$ cat config.mk
export PLATFORM = sky130hd
export DESIGN_NAME = bus_dwell_limiter
export DESIGN_NICKNAME = d
export VERILOG_FILES = /design/src/rtl/bus_dwell_limiter.sv
export SDC_FILE = /design/constraint.sdc
export NUM_CORES = 1
export LEC_CHECK = 0
export ABC_AREA = 1
export BUFFER_PORTS_ARGS = -buffer_cell sky130_fd_sc_hd__buf_4
export CAP_MARGIN = 20
export CORE_ASPECT_RATIO = 1.4
export CORE_MARGIN = 2
export CORE_UTILIZATION = 55
export DETAILED_ROUTE_END_ITERATION = 7
export PLACE_DENSITY_LB_ADDON = 0.1
export SYNTH_ARGS = -nofsm -noshare
export SYNTH_HDL_FRONTEND = slang
export SYNTH_SLANG_ARGS = --single-unit
export TNS_END_PERCENT = 10
$ cat constraint.sdc
create_clock -name clk -period 2.5 [get_ports clk]
set_clock_uncertainty 0.15 [all_clocks]
set_input_delay 0.5 -clock clk [delete_from_list [all_inputs] [get_ports clk]]
set_output_delay 0.5 -clock clk [all_outputs]
set_load 0.02 [all_outputs]
$ cat src/rtl/bus_dwell_limiter.sv
module bus_dwell_limiter #(
  parameter int LIM_W     = 8,
  parameter int GRAN_LOG2 = 3
) (
  input  logic               clk,
  input  logic               rst_n,
  input  logic               grant,
  input  logic               xfer_start,
  input  logic               xfer_done,
  input  logic               bus_wait,
  input  logic               dma_req,
  input  logic [2*LIM_W-1:0] dwell_cfg,
  input  logic [1:0]         end_rule,
  output logic               release_req
);
  localparam int CYC_W = LIM_W + GRAN_LOG2;

  logic [LIM_W-1:0] xfer_lim, cyc_lim, xfers;
  logic [CYC_W-1:0] cycles;
  logic             busy, done_ok, xfer_met, cyc_met, burst_end, demand_end, stop;

  assign xfer_lim   = dwell_cfg[2*LIM_W-1:LIM_W];
  assign cyc_lim    = dwell_cfg[LIM_W-1:0];
  assign done_ok    = grant && xfer_done && !bus_wait && (busy || xfer_start);
  assign xfer_met   = (xfer_lim != '0) && (({1'b0, xfers} + 1'b1) >= {1'b0, xfer_lim});
  assign cyc_met    = (cyc_lim != '0) && (cycles >= {cyc_lim, {GRAN_LOG2{1'b0}}});
  assign burst_end  = xfer_met || cyc_met;
  assign demand_end = !dma_req;

  always_comb begin
    case (end_rule)
      2'b00:   stop = demand_end;
      2'b10:   stop = burst_end;
      default: stop = demand_end || burst_end;
    endcase
  end

  always_ff @(posedge clk or negedge rst_n) begin
    if (!rst_n) begin
      busy <= 1'b0; xfers <= '0; cycles <= '0; release_req <= 1'b0;
    end else if (!grant) begin
      busy <= 1'b0; xfers <= '0; cycles <= '0; release_req <= 1'b0;
    end else begin
      if (cycles != '1) cycles <= cycles + 1'b1;
      if (done_ok) begin
        busy <= 1'b0;
        if (xfers != '1) xfers <= xfers + 1'b1;
        if (stop) release_req <= 1'b1;
      end else if (xfer_start) begin
        busy <= 1'b1;
      end
    end
  end

  assert_clear_when_ungranted_R1: assert property (@(posedge clk) disable iff (!rst_n)
    !grant |=> !release_req);
  assert_release_at_boundary_R4: assert property (@(posedge clk) disable iff (!rst_n)
    $rose(release_req) |-> $past(done_ok));
  assert_not_during_stall_R6: assert property (@(posedge clk) disable iff (!rst_n)
    $rose(release_req) |-> !$past(bus_wait));
  assert_demand_rule_R8: assert property (@(posedge clk) disable iff (!rst_n)
    ($rose(release_req) && $past(end_rule) == 2'b00) |-> !$past(dma_req));
  assert_sticky_release_R11: assert property (@(posedge clk) disable iff (!rst_n)
    (release_req && grant) |=> release_req);
endmodule

Yosys cells after proc, flatten, opt, wreduce, memory -nomap -nowiden

Index checks and enable logic that the tools add are counted.

Multiplexer cells: 12
Multiply operators: 0
Add/sub/neg operators: 3
Reduce and logical (&&, ||, !) cells: 15
Equal/unequal tests: 8
Bitwise logic cells: 0
Shift operators: 0
Order comparisons: 2
Div/mod/pow operators: 0

Operator list:

| operator                                       | number |
|---|---|
| two-way mux 8 bit                              | 3 |
| two-way mux 11 bit                             | 2 |
| nonzero test 8 bit                             | 2 |
| adder 11 x 1 -> 11 bit (second input constant) | 1 |
| >= comparator 11 bit                           | 1 |
| != test 11 bit (second input constant)         | 1 |
| adder 8 x 1 -> 9 bit (second input constant)   | 1 |
| >= comparator 9 x 8 -> 1 bit                   | 1 |
| adder 8 x 1 -> 8 bit (second input constant)   | 1 |
| != test 2 x 1 -> 1 bit (second input constant) | 4 |
| != test 8 bit (second input constant)          | 1 |
| two-way mux 1 bit                              | 6 |
| logical AND 1 bit                              | 5 |
| AND reduction 2 bit                            | 2 |
| logical OR 1 bit                               | 3 |
| != test 3 x 1 -> 1 bit (second input constant) | 1 |
| == test 2 bit (second input constant)          | 1 |
| logical NOT 1 bit                              | 2 |
| logical NOT 2 bit                              | 1 |
| one-hot mux 1 bit (2 select lines)             | 1 |

RAM bits: 0
Output and inout bits: 1
Bits of input ports: 25
Memories: 0
Flip-flop bits (word level): 21
Bits in latches: 0
Bits in read-only memories: 0

Logic depth before layout (Yosys ltp)

Depth in word-level cells: 9
Gate-level depth with buffers: 18
Gate-level depth less buffers: 18

Worst setup path after synthesis

OpenSTA, ideal clock, no wires.

Kind: register to register
Start point: register xfers[0]
End point: register release_req
Buffers on the path: 0
Clock period less this slack: 2.119 ns
Stages on the path, launching flop included: 16
Arrival time: 1.849 ns
Setup slack: 0.381 ns
Data required time: 2.230 ns
Cell sequence: dfrtp_1 > ha_1 > nand3_1 > nor3_2 > xor2_1 > ha_1 > a21oi_1 > nand2_1 > nand2_1 > nand2_1 > nand2_1 > nand2_1 > nand2_1 > nand2_1 > nand2_1 > a21oi_1

Word-level cells in the longest chain between the ends: 8

RTL lines:

| item                                        | RTL line | text |
|---|---|---|
| start: declaration                          | 18       | `logic [LIM_W-1:0] xfer_lim, cyc_lim, xfers;` |
| start signal: assignment                    | 47       | `if (xfers != '1) xfers <= xfers + 1'b1;` |
| adder 8 x 1 -> 9 bit (*)                    | 25       | `assign xfer_met = (xfer_lim != '0) && (({1'b0, xfers} + 1'b1) >= {1'b0, xfer_lim});` |
| >= comparator 9 x 8 -> 1 bit (*)            | 25       |  |
| logical AND 1 bit (*)                       | 25       |  |
| logical OR 1 bit (*)                        | 27       | `assign burst_end = xfer_met \|\| cyc_met;` |
| logical OR 1 bit                            | 34       | `default: stop = demand_end \|\| burst_end;` |
| one-hot mux 1 bit (2 select lines) (*)      | 31       | `case (end_rule)` |
| != test 2 x 1 -> 1 bit (no source line) (*) | n/a      |  |
| AND reduction 2 bit (no source line) (*)    | n/a      |  |
| end signal: assignment                      | 40       | `busy <= 1'b0; xfers <= '0; cycles <= '0; release_req <= 1'b0;` |
| end signal: assignment                      | 42       | `busy <= 1'b0; xfers <= '0; cycles <= '0; release_req <= 1'b0;` |
| end signal: assignment                      | 48       | `if (stop) release_req <= 1'b1;` |
| end: declaration                            | 14       | `output logic release_req` |

Every way passes the cells marked *; elsewhere a longest branch is shown, timed or not.
A chain may end at the register's enable or synchronous reset.

Worst setup path in the final report

Ends and elaborated chain as after synthesis.

==> flow_summary.json <==
{
  "syn_nets": 243,
  "holdPathStages": 1,
  "stdcell_count": 268,
  "period_share": 0.934,
  "drc": 0,
  "holdPathEnd": "cycles[6]",
  "r2r-end": "release_req",
  "syn_inst": 199,
  "cp.arrival_ns": 2.33,
  "slowest_stage": "dfrtp_1",
  "critPathMostFrequentCell": "nand2_1",
  "wirelength_mm": 3.54,
  "worst-path-max-fanout": 4,
  "fillers": 246,
  "path_cells": "ha_2, nand3_4, nor3_4, xor2_1, ha_1, nand2_1, inv_1, nand2_1, nand2_1, nand2_1, nand2_1, nand2_1, nand2_1, nand2_1, nand2_1, nand2_1, a21oi_2",
  "pwr-share-comb": 0.163,
  "die_y_um": 67.3,
  "start_kind": "flop",
  "hold_path_class": "flop to flop",
  "antenna_found_initial": 0,
  "syn2layout_area_growth_pct": 21.4,
  "cts_root_buf": "clkbuf_8",
  "min_from": "cycles[5]",
  "intPower_uw": 510,
  "wire_per_inst_um": 13.2,
  "clock-sinks": 21,
  "cts_htree_levels": 1,
  "required_ns": 2.49,
  "diodes": 0,
  "ant_nets": 0,
  "hpwl_mm": 2.87,
  "numCtsBuffers": 3,
  "die-area_mm2": 0.00332,
  "setup_slack_ns": 0.165,
  "routed_via_density": 5.50,
  "cap_viol_max_count": 0,
  "rsz0062_at_grt": "true",
  "rows": 23,
  "setup-violations-final": 0,
  "final_nets": 276,
  "fp.dieW_um": 49.3,
  "synth_area_mm2": 0.00158,
  "place.gp.congestion": 0.817,
  "fin_crit_ns": 2.34,
  "overflow": 0,
  "cts_tree": "done",
  "clk_latency_ns": 0.26,
  "place_inst": 261,
  "io_pins": 26,
  "vias": 1475,
  "seq_area_um2": 526,
  "initialDrtViolationCount": 20,
  "io_buffer_count": 25,
  "seqPwrFrac": 0.517,
  "status": "finished clean",
  "timing.rr.start": "xfers[0]",
  "tightest_slew_ns": 0.344,
  "syn_area_per_cell_um2": 7.92,
  "layout-drive-gt1-share": 0.221,
  "track_usage": 0.228,
  "power_density_mw_per_mm2": 355,
  "yosysSeqAreaShare": 0.333,
  "synth.distinct_cells": 30,
  "ir_drop_v": 0.000229,
  "end_kind": "flop",
  "start_util": 0.565,
  "clk_pin_slew_ns": 0.08,
  "multiInputGateArea_um2": 915,
  "power.leakage_uw": 0.00103,
  "tns_ns": 0,
  "switching_share": 0.250,
  "synth_flop_cell": "dfrtp_1",
  "preCtsSetupSlack_ns": 0.165,
  "synth_top_area_frac": 0.333,
  "power_frac_clock": 0.320,
  "power.switching_uw": 170,
  "r2r_cells": 17,
  "r2r_slack_ns": 0.16,
  "hold_violations": 0,
  "synth_edf_count": 0,
  "synth.area.top_cells": "dfrtp_1, ha_1, inv_1",
  "grt_pass1_vias": 1370,
  "grt_pass1_wl_mm": 5.80,
  "core_mm2": 0.00279,
  "startpoint": "xfers[0]",
  "synth_seq_cells": 21,
  "synth_warnings": 0,
  "fmax_mhz": 428,
  "maxSlewHeadroom": 0.768,
  "clk_path_buf_depth": 2,
  "grt_max_degree": 22,
  "final_max_slew_viol_count": 0,
  "yosysTopAreaCell": "dfrtp_1",
  "dr.pass1.iters": 4,
  "synthArstFlopShare": 1.00,
  "crit_path_max_incr_delay_ns": 0.40,
  "crit_type": "flop to flop"
}
## routing by layer
layer	share of wire	routed length (µm)	track usage
met3	0.028	99	0.0221
met5	0	0	0
met4	0.011	38	0.0714
met1	0.37	1310	0.234
met2	0.59	2100	0.476
## cell usage in the layout (no fill, tap or decap)
cell type,synthesis,final
a211oi_1,1,1
a21oi_1,10,8
a21oi_2,1,3
a31oi_1,4,4
a32o_1,2,2
and3_1,1,1
buf_4,0,28
clkbuf_8,0,3
clkinv_2,0,1
dfrtp_1,21,21
dlygate4sd3_1,0,1
ha_1,19,18
ha_2,0,1
inv_1,41,41
inv_2,2,2
nand2_1,32,32
nand2_2,2,2
nand3_1,16,15
nand3_2,3,3
nand3_4,0,1
nor2_1,7,7
nor2_2,1,1
nor2_4,1,1
nor3_1,4,4
nor3_4,1,2
nor3b_4,1,1
nor4_1,3,3
o21ai_0,11,11
o21ai_1,1,1
o21bai_1,1,1
o22ai_1,2,2
o31ai_1,3,3
or2_2,1,1
xor2_1,5,4
xor2_2,0,1
## cells by family after synthesis
group,Yosys count,share of synthesized area
adders and majority gates,19,0.151
buffers and inverters,44,0.110
xor gates and xnor gates,5,0.0278
and+or+nand+nor,74,0.243
AOI/OAI and AO/OA,36,0.136
DFF,21,0.333
## cell usage after synthesis (3+ instances only)
master / instances
a21oi_1: 10
a31oi_1: 4
dfrtp_1: 21
ha_1: 19
inv_1: 41
nand2_1: 32
nand3_1: 16
nand3_2: 3
nor2_1: 7
nor3_1: 4
nor4_1: 3
o21ai_0: 11
o31ai_1: 3
xor2_1: 5
## state kept, by name (all words and copies together) (netlist names)
register,count
cycles,11
xfers,8
busy,1
release_req,1
## worst max-delay path, delay by kind of cell, from the launching register on
family / cells / cell delay [ns]
AO/OA/AOI/OAI: 1 / 0.05
XOR/XNOR: 1 / 0.23
adder cells (fa/ha/maj): 2 / 0.52
buffers and inverters: 1 / 0.04
flip-flops: 1 / 0.40
AND/OR/NAND/NOR: 12 / 0.84
## per-stage QoR
stage / hold slack, ns / cell area (µm²) / power, µW / util
finish: 0.392 / 1910 / 680 / 0.686
global route: 0.402 / 1910 / 716 / 0.686
CTS: 0.390 / 1860 / 682 / 0.667
detailed placement: 0.248 / 1810 / 464 / 0.647
global placement: 0.243 / 1810 / 457 / 0.647
floorplan: 0.0544 / 1580 / 409 / -
## how the worst max path moves through the flow
stage | to | slack (ns) | cells past startpoint
finish | release_req | 0.16 | 17
global route | release_req | -0.04 | 17
CTS | release_req | 0.14 | 15
detailed placement | release_req | 0.16 | 15
global placement | release_req | 0.27 | 15
floorplan | release_req | 0.38 | 15
## cell type report
type / count / share of cell area
clock inverters: 1 / 0.00261
clock buffers: 3 / 0.0216
well taps: 37 / 0.0242
flip-flops and latches: 21 / 0.275
repair buffers: 29 / 0.115
inverters: 43 / 0.0843
multi-input cells: 134 / 0.478
## power groups by stage
| stage | sequential [µW] | combinational [µW] | clock, µW |
|---|---|---|---|
| after floorplan | 358 | 51.2 | 0 |
| after global placement | 358 | 99.6 | 0 |
| after detailed placement | 358 | 106 | 0 |
| after CTS | 352 | 107 | 223 |
| after global routing | 352 | 128 | 236 |
| final | 351 | 111 | 218 |
## repair_timing
action,4_1_cts,5_1_grt
endpoints found under the hold margin,21,0
setup buffers,0,2
hold buffers,1,0
endpoints found under the setup margin,0,1
gates resized for setup,0,7
(Power assumes the default switching activity.)
